==> src/rtl/csio_pkg.sv <==
package csio_pkg;
   typedef enum logic [1:0] {
      ST_IDLE  = 2'd0,
      ST_ARMED = 2'd1,
      ST_SHIFT = 2'd2
   } csio_state_e;
endpackage

==> src/rtl/csio_clkdiv.sv <==
// Free-running divider: ticks alternate between launch and capture phases.
module csio_clkdiv #(
   parameter int DIV_W = 8
) (
   input  logic             clk,
   input  logic             rst_n,
   input  logic [DIV_W-1:0] div,
   output logic             launch,
   output logic             capture
);
   logic [DIV_W-1:0] cnt;
   logic             ph;
   logic             tick;

   assign tick    = (cnt >= div);
   assign launch  = tick & ~ph;
   assign capture = tick & ph;

   always_ff @(posedge clk or negedge rst_n) begin
      if (!rst_n) begin
         cnt <= '0;
         ph  <= 1'b0;
      end else if (tick) begin
         cnt <= '0;
         ph  <= ~ph;
      end else begin
         cnt <= cnt + 1'b1;
      end
   end
endmodule

==> src/rtl/csio_sync.sv <==
// Multi-stage synchroniser with edge detection for an external clock.
module csio_sync #(
   parameter int   STAGES  = 2,
   parameter logic RST_VAL = 1'b1
) (
   input  logic clk,
   input  logic rst_n,
   input  logic din,
   output logic rise,
   output logic fall
);
   logic [STAGES-1:0] chain;
   logic              prev;

   generate
      for (genvar g = 0; g < STAGES; g++) begin : g_stage
         if (g == 0) begin : g_first
            always_ff @(posedge clk or negedge rst_n) begin
               if (!rst_n) chain[g] <= RST_VAL;
               else        chain[g] <= din;
            end
         end else begin : g_next
            always_ff @(posedge clk or negedge rst_n) begin
               if (!rst_n) chain[g] <= RST_VAL;
               else        chain[g] <= chain[g-1];
            end
         end
      end
   endgenerate

   always_ff @(posedge clk or negedge rst_n) begin
      if (!rst_n) prev <= RST_VAL;
      else        prev <= chain[STAGES-1];
   end

   assign rise = chain[STAGES-1] & ~prev;
   assign fall = ~chain[STAGES-1] & prev;
endmodule

==> src/rtl/csio_shift.sv <==
// Shift engine: arm on write, launch on launch events, sample on capture events.
module csio_shift
   import csio_pkg::*;
#(
   parameter int DATA_W = 8
) (
   input  logic              clk,
   input  logic              rst_n,
   input  logic              start,
   input  logic [DATA_W-1:0] tx_byte,
   input  logic              msb_first,
   input  logic              launch,
   input  logic              capture,
   input  logic              sdi,
   output logic              busy,
   output logic              lhalf,
   output logic              sdo,
   output logic              done,
   output logic [DATA_W-1:0] rx_next
);
   localparam int              IW   = (DATA_W > 1) ? $clog2(DATA_W) : 1;
   localparam logic [IW-1:0]   LAST = IW'(DATA_W - 1);

   csio_state_e       st;
   logic [IW-1:0]     idx;
   logic [IW-1:0]     pos;
   logic [DATA_W-1:0] tx_q;
   logic [DATA_W-1:0] rx_q;
   logic              msb_q;
   logic              lh_q;
   logic              sdo_q;

   assign pos   = msb_q ? (LAST - idx) : idx;
   assign busy  = (st != ST_IDLE);
   assign lhalf = lh_q;
   assign sdo   = sdo_q;
   assign done  = (st == ST_SHIFT) && capture && lh_q && (idx == LAST);

   always_comb begin
      rx_next      = rx_q;
      rx_next[pos] = sdi;
   end

   always_ff @(posedge clk or negedge rst_n) begin
      if (!rst_n) begin
         st    <= ST_IDLE;
         idx   <= '0;
         tx_q  <= '0;
         rx_q  <= '0;
         msb_q <= 1'b0;
         lh_q  <= 1'b0;
         sdo_q <= 1'b1;
      end else begin
         case (st)
            ST_IDLE: if (start) begin
               tx_q  <= tx_byte;
               msb_q <= msb_first;
               idx   <= '0;
               st    <= ST_ARMED;
            end
            ST_ARMED: if (launch) begin
               sdo_q <= tx_q[pos];
               lh_q  <= 1'b1;
               st    <= ST_SHIFT;
            end
            ST_SHIFT: begin
               if (capture && lh_q) begin
                  rx_q[pos] <= sdi;
                  lh_q      <= 1'b0;
                  if (idx == LAST) st  <= ST_IDLE;
                  else             idx <= idx + 1'b1;
               end else if (launch && !lh_q) begin
                  sdo_q <= tx_q[pos];
                  lh_q  <= 1'b1;
               end
            end
            default: st <= ST_IDLE;
         endcase
      end
   end
endmodule

==> src/rtl/csio_xcvr.sv <==
module csio_xcvr
   import csio_pkg::*;
#(
   parameter int DATA_W      = 8,
   parameter int DIV_W       = 8,
   parameter int SYNC_STAGES = 2
) (
   input  logic              clk,
   input  logic              rst_n,
   input  logic              wr_en,
   input  logic [DATA_W-1:0] wr_data,
   output logic [DATA_W-1:0] rd_data,
   input  logic              cfg_int_clk,
   input  logic              cfg_pol,
   input  logic              cfg_msb_first,
   input  logic [DIV_W-1:0]  cfg_div,
   input  logic              irq_clr,
   output logic              irq,
   output logic              xfer_done,
   input  logic              sck_i,
   output logic              sck_o,
   output logic              sck_oe,
   input  logic              sdi,
   output logic              sdo,
   output logic              sdo_oe
);
   generate
      if (DATA_W < 2)      begin : g_bad_w  $error("DATA_W must be at least 2"); end
      if (DIV_W < 1)       begin : g_bad_d  $error("DIV_W must be at least 1"); end
      if (SYNC_STAGES < 2) begin : g_bad_s  $error("SYNC_STAGES must be at least 2"); end
   endgenerate

   logic              int_launch, int_capture;
   logic              ext_rise, ext_fall;
   logic              launch, capture;
   logic              busy, lhalf, eng_done, accept;
   logic [DATA_W-1:0] rx_next;
   logic              irq_q, done_q;
   logic [DATA_W-1:0] rd_q;

   csio_clkdiv #(.DIV_W(DIV_W)) u_div (
      .clk(clk), .rst_n(rst_n), .div(cfg_div),
      .launch(int_launch), .capture(int_capture)
   );

   csio_sync #(.STAGES(SYNC_STAGES), .RST_VAL(1'b1)) u_sync (
      .clk(clk), .rst_n(rst_n), .din(sck_i),
      .rise(ext_rise), .fall(ext_fall)
   );

   always_comb begin
      if (cfg_int_clk) begin
         launch  = int_launch;
         capture = int_capture;
      end else begin
         launch  = cfg_pol ? ext_rise : ext_fall;
         capture = cfg_pol ? ext_fall : ext_rise;
      end
   end

   assign accept = wr_en && !busy;

   csio_shift #(.DATA_W(DATA_W)) u_eng (
      .clk(clk), .rst_n(rst_n), .start(accept), .tx_byte(wr_data),
      .msb_first(cfg_msb_first), .launch(launch), .capture(capture),
      .sdi(sdi), .busy(busy), .lhalf(lhalf), .sdo(sdo),
      .done(eng_done), .rx_next(rx_next)
   );

   always_ff @(posedge clk or negedge rst_n) begin
      if (!rst_n) begin
         irq_q  <= 1'b0;
         done_q <= 1'b1;
         rd_q   <= '0;
      end else if (eng_done) begin
         irq_q  <= 1'b1;
         done_q <= 1'b1;
         rd_q   <= rx_next;
      end else begin
         if (irq_clr) irq_q  <= 1'b0;
         if (accept)  done_q <= 1'b0;
      end
   end

   assign irq       = irq_q;
   assign xfer_done = done_q;
   assign rd_data   = rd_q;
   assign sck_oe    = cfg_int_clk;
   assign sck_o     = (cfg_int_clk && lhalf) ? cfg_pol : ~cfg_pol;
   assign sdo_oe    = cfg_int_clk ? busy : 1'b1;
endmodule

==> config.mk <==
export PLATFORM = sky130hd
export DESIGN_NAME = csio_xcvr
export DESIGN_NICKNAME = d
export VERILOG_FILES = /design/src/rtl/csio_pkg.sv /design/src/rtl/csio_clkdiv.sv /design/src/rtl/csio_sync.sv /design/src/rtl/csio_shift.sv /design/src/rtl/csio_xcvr.sv
export SDC_FILE = /design/constraint.sdc
export NUM_CORES = 1
export LEC_CHECK = 0
export BUFFER_PORTS_ARGS = -buffer_cell sky130_fd_sc_hd__buf_2
export CORE_MARGIN = 3
export CORE_UTILIZATION = 57
export DETAILED_ROUTE_END_ITERATION = 16
export PLACE_DENSITY = 0.81
export SYNTH_ARGS = -nofsm -noshare
export SYNTH_HDL_FRONTEND = slang
export SYNTH_SLANG_ARGS = --single-unit
export TNS_END_PERCENT = 1
==> constraint.sdc <==
create_clock -name clk -period 2.92 [get_ports clk]
set_input_delay 0.584 -clock clk [delete_from_list [all_inputs] [get_ports clk]]
set_output_delay 0.584 -clock clk [all_outputs]
set_load 0.03 [all_outputs]
==> impl_results.md, run 1 <==
- Outcome: finished clean
- Crit-path max cell delay: 0.66 ns
- Largest net degree at the start of global routing: 47
- Share of the synthesized area in the top cell type: 38.77%
- Post-synth EDFFs: 0
- CP arrival: 2.69 ns
- Cells after synthesis: 253
- Boundary Pins: 39
- Fmax: 0.4041 GHz
- WL/cell: 14.93 microns
- Normalized max-slew margin: 32.48%
- Via count: 1951
- Grt ovf: 0
- RSZ-0062 raised after global routing: false
- Final #Nets: 321
- Min-delay worst type: flip-flop to flip-flop
- Worst IR Drop VDD: 0.4691 mV
- Tmin final: 2.474 ns
- P&R area growth vs syn: 9.976%
- Crit path cell chain: inv_1 > ha_1 > o21ai_2 > a221oi_2 > o2111a_1 > mux2i_1
- Slowest CP cell: o2111a_1
- Top post-synthesis cells by area: dfrtp_1 39%, mux2i_1 9.5%, ha_1 5.2%
- Post-CTS sizing: 0
- Count leader, synth: dfrtp_1
- Setup violators final: 0
- Primary FF master, synth: dfrtp_1
- Delay-heaviest family, CP: compound AO/OA/AOI/OAI gates
- Layout Skew: 0.007508 ns
- Post-CTS Hold Buffers: 0
- Final Hold Vio Count: 0
- I/O Buffers: 38
- Mapped Area: 2646 sq um
- Async set-reset flop share out of synthesis: 100.0%
- Die W: 74.14 microns
- Number of routed nets with antenna violations: 0
- Crit-path max FO: 10
- Post-layout util: 65.93%
- Share of post-route cells with drive strength above 1: 20.28%
- CTS root buf: clkbuf_8
- CTS tree: done
- Vias in the first global route: 1831
- Clock sink count: 46
- Post-DP HPWL: 3632 microns
- Row cnt: 24
- DR DRC count: 0
- Die area: 5496 sq um
- Die extent in y: 74.14 microns
- Crit start category: flip-flop
- Clk slew on worst S/H paths: 0.08 ns
- Avg Cell Area, Syn: 10.46 sq um
- Worst-Skew Late Latency: 0.29 ns
- Post-DR vias/cell: 5.772
- CP required: 3.14 ns
- Final Cycle Share: 84.74%
- Drt first pass iters: 4
- Sum Neg Setup Slack: 0 ns
- Yosys cell types: 52
- Final Power: 2219 uW
- First DRT Iteration DRCs: 137
- Routed Wire Length: 5046 microns
- CP Class: flip-flop to flip-flop
- CTS Buffer Depth: 2
- YS warnings: 0
- GRT Overall Usage: 19.98%
- Cts bufs inserted: 5
- ANT cells: 0
- Postcts setup bufs: 0
- Maxcap violations: 0
- P per Cell Area: 762.3 nW/um^2
- Critical path buffer and inverter count: 1
- Final hold slack: 0.3639 ns
- Pleak: 0.001417 uW
- FF+latch count, synth: 46
- Worst-Margin Slew: 1.013 ns
- Initial Util: 59.95%
- Yosys top cell by area: dfrtp_1
- Core area: 4414 sq um
- List of most frequent post-synthesis cells: 41 x dfrtp_1, 30 x inv_1, 25 x mux2i_1
- Initial antenna violation count: 0
- GPL Wtd Cong: 0.7863
- Kind of end point of the critical path: flip-flop
- Pins over their slew limit: 0
- Global-route wire length before repair: 8493 microns
- CTS H-tree lvls: 2
- Synth Net Count: 289
- Sequential share of the synthesized area: 43.74%
per-stage QoR:
stage	worst slack, ns	std cells	area [sq um]
floorplan	0.6406	253	2646
global placement	0.3392	330	2820
detailed placement	0.2464	330	2820
CTS	0.4298	338	2910
global route	0.2425	338	2910
finish	0.4456	338	2910
kinds of logic (layout without fill, tap and decap cells):
family / Yosys count / count (layout) / synth area share (%)
buffers and inverters: 44 / 77 / 7.470
adder cells (fa/ha/maj): 11 / 11 / 5.201
AO/OA/AOI/OAI: 46 / 46 / 13.38
AND/OR/NAND/NOR: 60 / 60 / 11.73
XOR/XNOR: 8 / 8 / 2.648
flip-flops: 46 / 46 / 43.74
multiplexers: 38 / 38 / 15.84
layout make-up:
cell class | instances | area [sq um]
tap | 52 | 65.06
multi-input combinational | 163 | 1291
clock buffer | 8 | 90.09
timing repair buffer | 38 | 190.2
inverter | 31 | 116.4
fill | 368 | 1504
sequential | 46 | 1157
report_power, final:
part | internal, uW | switching (uW) | leakage, uW | total, uW
clock network | 193 | 200 | 0.0000455 | 393
logic | 371 | 427 | 0.000867 | 799
registers | 818 | 209 | 0.000504 | 1030
total | 1380 | 837 | 0.00142 | 2220
layer usage:
layer | share of wire (%) | wire [microns] | track usage (%) | vias to the layer above
li1 | - | - | - | 942
met1 | 45 | 2264 | 28.48 | 955
met2 | 50 | 2516 | 30.81 | 44
met3 | 3.6 | 180 | 4.189 | 10
met4 | 1.7 | 85 | 6.036 | 0
met5 | 0 | 0 | 0 | -
cells in the final DEF (no fill, tap or decap), drive strengths merged, types with 2 or more instances in the layout:
| cell | instances |
|---|---|
| a211oi | 2 |
| a21o | 3 |
| a21oi | 7 |
| a221o | 2 |
| a221oi | 2 |
| a31oi | 3 |
| and3 | 2 |
| buf | 38 |
| clkbuf | 8 |
| dfrtp | 41 |
| dfstp | 5 |
| ha | 11 |
| inv | 30 |
| mux2 | 11 |
| mux2i | 25 |
| mux4 | 2 |
| nand2 | 17 |
| nand2b | 4 |
| nand3 | 5 |
| nand3b | 3 |
| nor2 | 12 |
| nor2b | 3 |
| nor3 | 4 |
| nor3b | 4 |
| o211a | 2 |
| o211ai | 7 |
| o21ai | 7 |
| o22ai | 4 |
| or3b | 2 |
| xor2 | 7 |
final timing paths:
check,startpoint,end,slack (ns),cells past startpoint
setup / recovery,u_div.cnt[0],rd_data[2],0.45,6
max in group asynchronous,rst_n,u_div.cnt[5],1.84,1
setup reg to reg,u_div.cnt[0],rd_data[2],0.45,6
hold reg to reg,u_sync.chain[0],u_sync.chain[1],0.36,0
min in group asynchronous,rst_n,u_eng.idx[2],0.46,1
hold / removal,u_sync.chain[0],u_sync.chain[1],0.36,0
registers in the layout, summed over array words and instances (netlist names):
name          count
irq               1
rd_data           8
u_div.cnt         8
u_div.ph          1
u_eng.idx         3
u_eng.lhalf       1
u_eng.msb_q       1
u_eng.rx_q        8
u_eng.sdo         1
u_eng.st          2
u_eng.tx_q        8
u_sync.chain      2
u_sync.prev       1
xfer_done         1
Power figures use the tool's default switching activity.
==> run 2: changes to the inputs <==
--- a/config.mk
+++ b/config.mk
@@ -5,11 +5,12 @@
 export SDC_FILE = /design/constraint.sdc
 export NUM_CORES = 1
 export LEC_CHECK = 0
+export ABC_AREA = 1
 export BUFFER_PORTS_ARGS = -buffer_cell sky130_fd_sc_hd__buf_2
 export CORE_MARGIN = 3
-export CORE_UTILIZATION = 57
+export CORE_UTILIZATION = 56
 export DETAILED_ROUTE_END_ITERATION = 16
-export PLACE_DENSITY = 0.81
+export PLACE_DENSITY = 0.8
 export SYNTH_ARGS = -nofsm -noshare
 export SYNTH_HDL_FRONTEND = slang
 export SYNTH_SLANG_ARGS = --single-unit
==> constraint.sdc (replaced) <==
create_clock -name clk -period 2.5 [get_ports clk]
set_input_delay 0.5 -clock clk [delete_from_list [all_inputs] [get_ports clk]]
set_output_delay 0.5 -clock clk [all_outputs]
set_load 0.03 [all_outputs]
==> run 2 against run 1 <==
Net effect:
- synthesized area shrank 9.4%
- critical path type unchanged
- critical path depth is 6 higher
- utilization increased by 1.4 points
- clock skew up 0.0029 ns
- clock power increased by 38%
- cell count up 11%
- critical endpoint is now u_eng.idx[1]
==> impl_results.md, run 2 <==
- Outcome: finished clean
- Sum Neg Setup Slack: 0 ns
- Clock sink count: 46
- Boundary Pins: 39
- Worst-Skew Late Latency: 0.30 ns
- List of most frequent post-synthesis cells: 73 x nand2_1, 41 x dfrtp_1, 41 x inv_1
- Clk slew on worst S/H paths: 0.09 ns
- Post-DR vias/cell: 5.069
- Number of routed nets with antenna violations: 0
- Dpl cells: 367
- CP required: 2.69 ns
- Die area: 5102 sq um
- ANT cells: 0
- Multi-input gate area: 1035 sq um
- Post-DP HPWL: 3192 microns
- Share of the synthesized area in the top cell type: 42.80%
- WL/cell: 11.45 microns
- Post-synth EDFFs: 0
- GR Util met3: 4.909%
- Synth Net Count: 318
- Met1 Resource Use GR: 25.05%
- Cells after synthesis: 282
- Normalized max-slew margin: 62.37%
- Row cnt: 23
- Final Cycle Share: 76.65%
- Final Worst Setup Slack: 0.5837 ns
- Final #Nets: 360
- Post-CTS Hold Buffers: 0
- Pins over their slew limit: 0
- Kind of end point of the critical path: flip-flop
- Async set-reset flop share out of synthesis: 100.0%
- Cell mode on critical path: nand2_1
- RSZ-0062 raised after global routing: false
- CTS Buffer Depth: 2
- Grt ovf: 0
- Fmax: 0.5218 GHz
- Count leader, synth: nand2_1
- DP Area: 2623 sq um
- Core area: 4058 sq um
- Initial Util: 59.08%
- DR DRC count: 0
- Tmin final: 1.916 ns
- CP arrival: 2.11 ns
- Filler cells: 346
- Worst-Margin Slew: 0.5644 ns
- Setup violators final: 0
- FF+latch count, synth: 46
- CP Class: flip-flop to flip-flop
- Design area: 2733 sq um
- Slowest CP cell: dfrtp_1
- I/O Buffers: 38
- Final hold slack: 0.2619 ns
- Crit-path max FO: 5
- Pleak: 0.001485 uW
- CTS root buf: clkbuf_8
- Share of post-route cells with drive strength above 1: 20.92%
- Global-route wire length before repair: 7541 microns
- Routed Wire Length: 4293 microns
- YS warnings: 0
- Crit start category: flip-flop
- P&R area growth vs syn: 13.99%
- First DRT Iteration DRCs: 133
- Initial antenna violation count: 0
- Crit-path max cell delay: 0.43 ns
- Via count: 1901
- P per Cell Area: 1085 nW/um^2
- Avg Cell Area, Syn: 8.501 sq um
- Min-delay worst type: input port to async pin
- Cts bufs inserted: 5
- Most frequent cells in the layout: 73 x nand2_1, 41 x inv_1, 41 x dfrtp_1, 38 x buf_2, 22 x nor2_1
- Primary FF master, synth: dfrtp_1
- Sequential share of the synthesized area: 48.28%
- Mapped Area: 2397 sq um
- Worst IR Drop VDD: 0.5510 mV
- GRT Overall Usage: 18.55%
- Postcts setup bufs: 0
- Commonest non-fill, non-tap cell in the layout: nand2_1
- Vias in the first global route: 1721
- Layout Skew: 0.01040 ns
- Register area: 1157 sq um
- Maxcap violations: 0
- Setup WS pre-CTS: 0.4197 ns
- Die extent in y: 71.43 microns
- Crit path cell chain: ha_1 > nand2_1 > nor2_1 > nand4_1 > nand3_1 > nand2_1 > nand2_2 > nand2_1 > nand2_1 > nand2_1 > nand2_1 > nand2_1
- Final Hold Vio Count: 0
- GRT busiest layer: met2
- Top post-synthesis cells by area: dfrtp_1 43%, nand2_1 11%, inv_1 6.4%
- Yosys top cell by area: dfrtp_1
- Non-filler cells, final: 375
- Largest net degree at the start of global routing: 47
- Die W: 71.43 microns
- Drt first pass iters: 5
- Post-CTS sizing: 0
- Met2 usage in global routing: 28.98%
- GPL Wtd Cong: 0.7837
- Yosys cell types: 29
- CTS H-tree lvls: 2
- CTS tree: done
run 2: path summary, 6_finish.rpt:
path	startpoint	endpoint	slack, ns	cells after the start
max in group asynchronous	rst_n	u_sync.prev	1.83	2
max reg2reg	u_div.cnt[6]	u_eng.idx[1]	0.58	12
min reg2reg	u_sync.chain[0]	u_sync.chain[1]	0.36	0
min in group clk	sck_i	u_sync.chain[0]	0.30	1
min	rst_n	rd_data[4]	0.26	2
max	u_div.cnt[6]	u_eng.idx[1]	0.58	12
run 2: where the power goes:
part | leakage (uW) | switching (uW) | internal [uW]
Clock | 0.0000514 | 245 | 298
Sequential | 0.000580 | 191 | 1010
Combinational | 0.000854 | 751 | 469
run 2: cells by family (layout without fill, tap and decap cells):
family | count (synthesis) | after routing | share of synthesized area [%]
DFF | 46 | 46 | 48.28
and+or+nand+nor | 120 | 120 | 21.92
muxes | 7 | 7 | 3.288
buffers and inverters | 48 | 91 | 8.559
AOI/OAI and AO/OA | 45 | 45 | 9.760
xor gates and xnor gates | 5 | 5 | 2.453
adders and majority gates | 11 | 11 | 5.741
run 2: metrics by stage:
step / utilization (%) / power (uW)
after detailed placement: 64.63 / 2441
after global routing: 67.35 / 3257
after floorplan: - / 2140
final: 67.35 / 2964
after global placement: 64.63 / 2369
after CTS: 67.35 / 2994
run 2: final cells by class:
type	instances	share of cell area, %
Multi-Input combinational cell	188	37.87
Tap cell	50	2.289
Timing Repair Buffer	40	7.509
Sequential cell	46	42.35
Inverter	43	5.952
Clock inverter	2	1.374
Clock buffer	6	2.656
run 2: metal layers:
layer	up-vias	wire length, microns	share of wire, %
met1	874	1896	44
met3	8	223	5.2
met2	40	2104	49
met5	-	0	0
li1	979	-	-
met4	0	68	1.6
run 2: worst max-delay path: cells and delay by family, from the launching register on:
kind	cells	cell delay, ns
flops	1	0.43
fa+ha+maj	1	0.29
simple gates	11	1.09
==> run 3: changes to the inputs <==
--- a/config.mk
+++ b/config.mk
@@ -5,12 +5,12 @@
 export SDC_FILE = /design/constraint.sdc
 export NUM_CORES = 1
 export LEC_CHECK = 0
-export ABC_AREA = 1
+export ABC_AREA = 0
 export BUFFER_PORTS_ARGS = -buffer_cell sky130_fd_sc_hd__buf_2
 export CORE_MARGIN = 3
-export CORE_UTILIZATION = 56
+export CORE_UTILIZATION = 57
 export DETAILED_ROUTE_END_ITERATION = 16
-export PLACE_DENSITY = 0.8
+export PLACE_DENSITY = 0.81
 export SYNTH_ARGS = -nofsm -noshare
 export SYNTH_HDL_FRONTEND = slang
 export SYNTH_SLANG_ARGS = --single-unit
==> constraint.sdc (replaced) <==
create_clock -name clk -period 1.94 [get_ports clk]
set_input_delay 0.388 -clock clk [delete_from_list [all_inputs] [get_ports clk]]
set_output_delay 0.388 -clock clk [all_outputs]
set_load 0.03 [all_outputs]
==> run 3 against run 2 <==
Net effect:
- the run now ends with negative setup slack left
- total power up 21%
- final area up 18%
- maximum frequency shrank 7.0%
- highest routed layer unchanged
==> impl_results.md, run 3 (synthesis results as in run 1) <==
- Outcome: finished, violations left
- Failing checks: negative setup slack
- Non-filler cells, final: 364
- CTS tree: done
- Kind of end point of the critical path: flip-flop
- Post-CTS Hold Buffers: 0
- Crit path cell chain: ha_4 > a211oi_2 > nor2_1 > or3b_4 > o2111a_1 > buf_12 > mux2i_2
- Critical path buffer and inverter count: 1
- Grt ovf: 0
- ANT cells: 0
- CTS root buf: clkbuf_8
- Sw power: 1358 uW
- DP Area: 3033 sq um
- Crit-path max FO: 10
- Seq pwr share: 40.0%
- WL/cell: 15.75 microns
- GRT Overall Usage: 21.72%
- Share of post-route cells with drive strength above 1: 30.13%
- Final Hold Vio Count: 0
- Tmin final: 2.060 ns
- Pins over their slew limit: 0
- CP Class: flip-flop to flip-flop
- P_int: 2226 uW
- Crit start category: flip-flop
- Worst-Skew Late Latency: 0.30 ns
- P per Cell Area: 1115 nW/um^2
- Met1 Resource Use GR: 26.82%
- Min-delay worst type: input port to async pin
- Post-DR vias/cell: 5.637
- Setup WS pre-CTS: -0.3097 ns
- Dpl cells: 355
- Initial antenna violation count: 0
- Clk slew on worst S/H paths: 0.08 ns
- Combinational power share: 44.4%
- Row cnt: 24
- CP arrival: 2.23 ns
- Die area: 5496 sq um
- Delay-heaviest family, CP: simple AND/OR/NAND/NOR gates
- Filler cells: 304
- Design area: 3214 sq um
- Routed Wire Length: 5734 microns
- Most frequent cells in the layout: 41 x dfrtp_1, 38 x buf_2, 30 x inv_1, 23 x mux2i_1, 22 x buf_4
- Switching part of the total power: 37.88%
- DR DRC count: 0
- Cts bufs inserted: 5
- GRT busiest layer: met2
- Crit-path max cell delay: 0.41 ns
- Pleak: 0.001558 uW
- Worst-Margin Slew: 0.4948 ns
- Number of routed nets with antenna violations: 0
- Die W: 74.14 microns
- Met2 usage in global routing: 37.40%
- CTS Buffer Depth: 2
- Register area: 1157 sq um
- Power share of the clock group: 15.7%
- GR Util met3: 4.324%
- Drt first pass iters: 4
- Die extent in y: 74.14 microns
- CP required: 2.11 ns
- Multi-input gate area: 1378 sq um
- Via count: 2052
- Final #Nets: 347
- Commonest non-fill, non-tap cell in the layout: dfrtp_1
- Slowest CP cell: dfrtp_1
- Boundary Pins: 39
- Largest net degree at the start of global routing: 29
- Post-DP HPWL: 3980 microns
- P&R area growth vs syn: 21.47%
- Initial Util: 59.95%
- Layout Skew: 0.007548 ns
- Clock sink count: 46
- CTS H-tree lvls: 2
- First DRT Iteration DRCs: 119
- Core area: 4414 sq um
- RSZ-0062 raised after global routing: true
- Final Cycle Share: 106.2%
- Setup violators final: 21
- Worst IR Drop VDD: 0.8158 mV
- Global-route wire length before repair: 9121 microns
- Vias in the first global route: 2016
- Maxcap violations: 0
- I/O Buffers: 38
- Fmax: 0.4855 GHz
- Final Worst Setup Slack: -0.1197 ns
- GPL Wtd Cong: 0.8306
- Normalized max-slew margin: 66.93%
## run 3: changes by cell type in the layout (fill, tap and decap cells not counted), moves of 4 or more
cell / delta
nand2_1: -56
o21ai_1: -18
nand2b_1: +4
mux2i_1: +23
nor2_1: -10
inv_1: -11
nand3_1: -6
o211ai_1: +5
xor2_1: +4
mux2_1: +10
buf_4: +20
mux2_2: -6
o21ai_0: -12
## run 3: routing by layer
layer	routed length [microns]	vias up
li1	-	997
met1	2467	993
met2	2946	46
met3	162	16
met4	157	0
met5	0	-
## run 3: power groups by stage
stage	sequential (uW)	clock (uW)	combinational (uW)
3_5_place_dp	1440	0	1480
6_report	1430	562	1590
3_3_place_gp	1430	0	1420
4_1_cts	1430	571	1510
2_1_floorplan	1440	0	1020
5_1_grt	1470	607	1760
## run 3: stage by stage
stage          power [uW]  utilization (%)  hold WS [ns]  setup TNS (ns)
3_3_place_gp         2854            68.71        0.3478          -4.540
6_report             3584            72.82       0.02898          -1.308
3_5_place_dp         2925            68.71        0.3503          -6.366
5_1_grt              3836            72.82       0.06017          -2.916
2_1_floorplan        2457                -       0.09241          -1.899
4_1_cts              3514            71.23       0.04273         -0.7258
## run 3: cell type report
type / count / share of cell area, %
Multi-Input combinational cell: 163 / 42.86
Timing Repair Buffer: 64 / 13.00
Inverter: 31 / 3.620
Clock buffer: 8 / 2.491
Tap cell: 52 / 2.024
Sequential cell: 46 / 36.01
## run 3: final timing paths
check / start / endpoint / slack (ns) / cells past startpoint
hold / removal: rst_n / u_eng.tx_q[6] / 0.03 / 1
setup / recovery: u_div.cnt[5] / rd_data[2] / -0.12 / 7
hold reg to reg: u_sync.chain[0] / u_sync.chain[1] / 0.36 / 0
max in group asynchronous: rst_n / u_sync.chain[1] / 1.33 / 2
setup reg to reg: u_div.cnt[5] / rd_data[2] / -0.12 / 7
min in group clk: sck_i / u_sync.chain[0] / 0.19 / 1
## run 3: what timing repair did
action / CTS / global route
endpoints found under the setup margin: 24 / 25
setup buffers: 0 / 1
pin swaps: 2 / 7
hold endpoints to repair: 0 / 0
resized for setup: 6 / 10
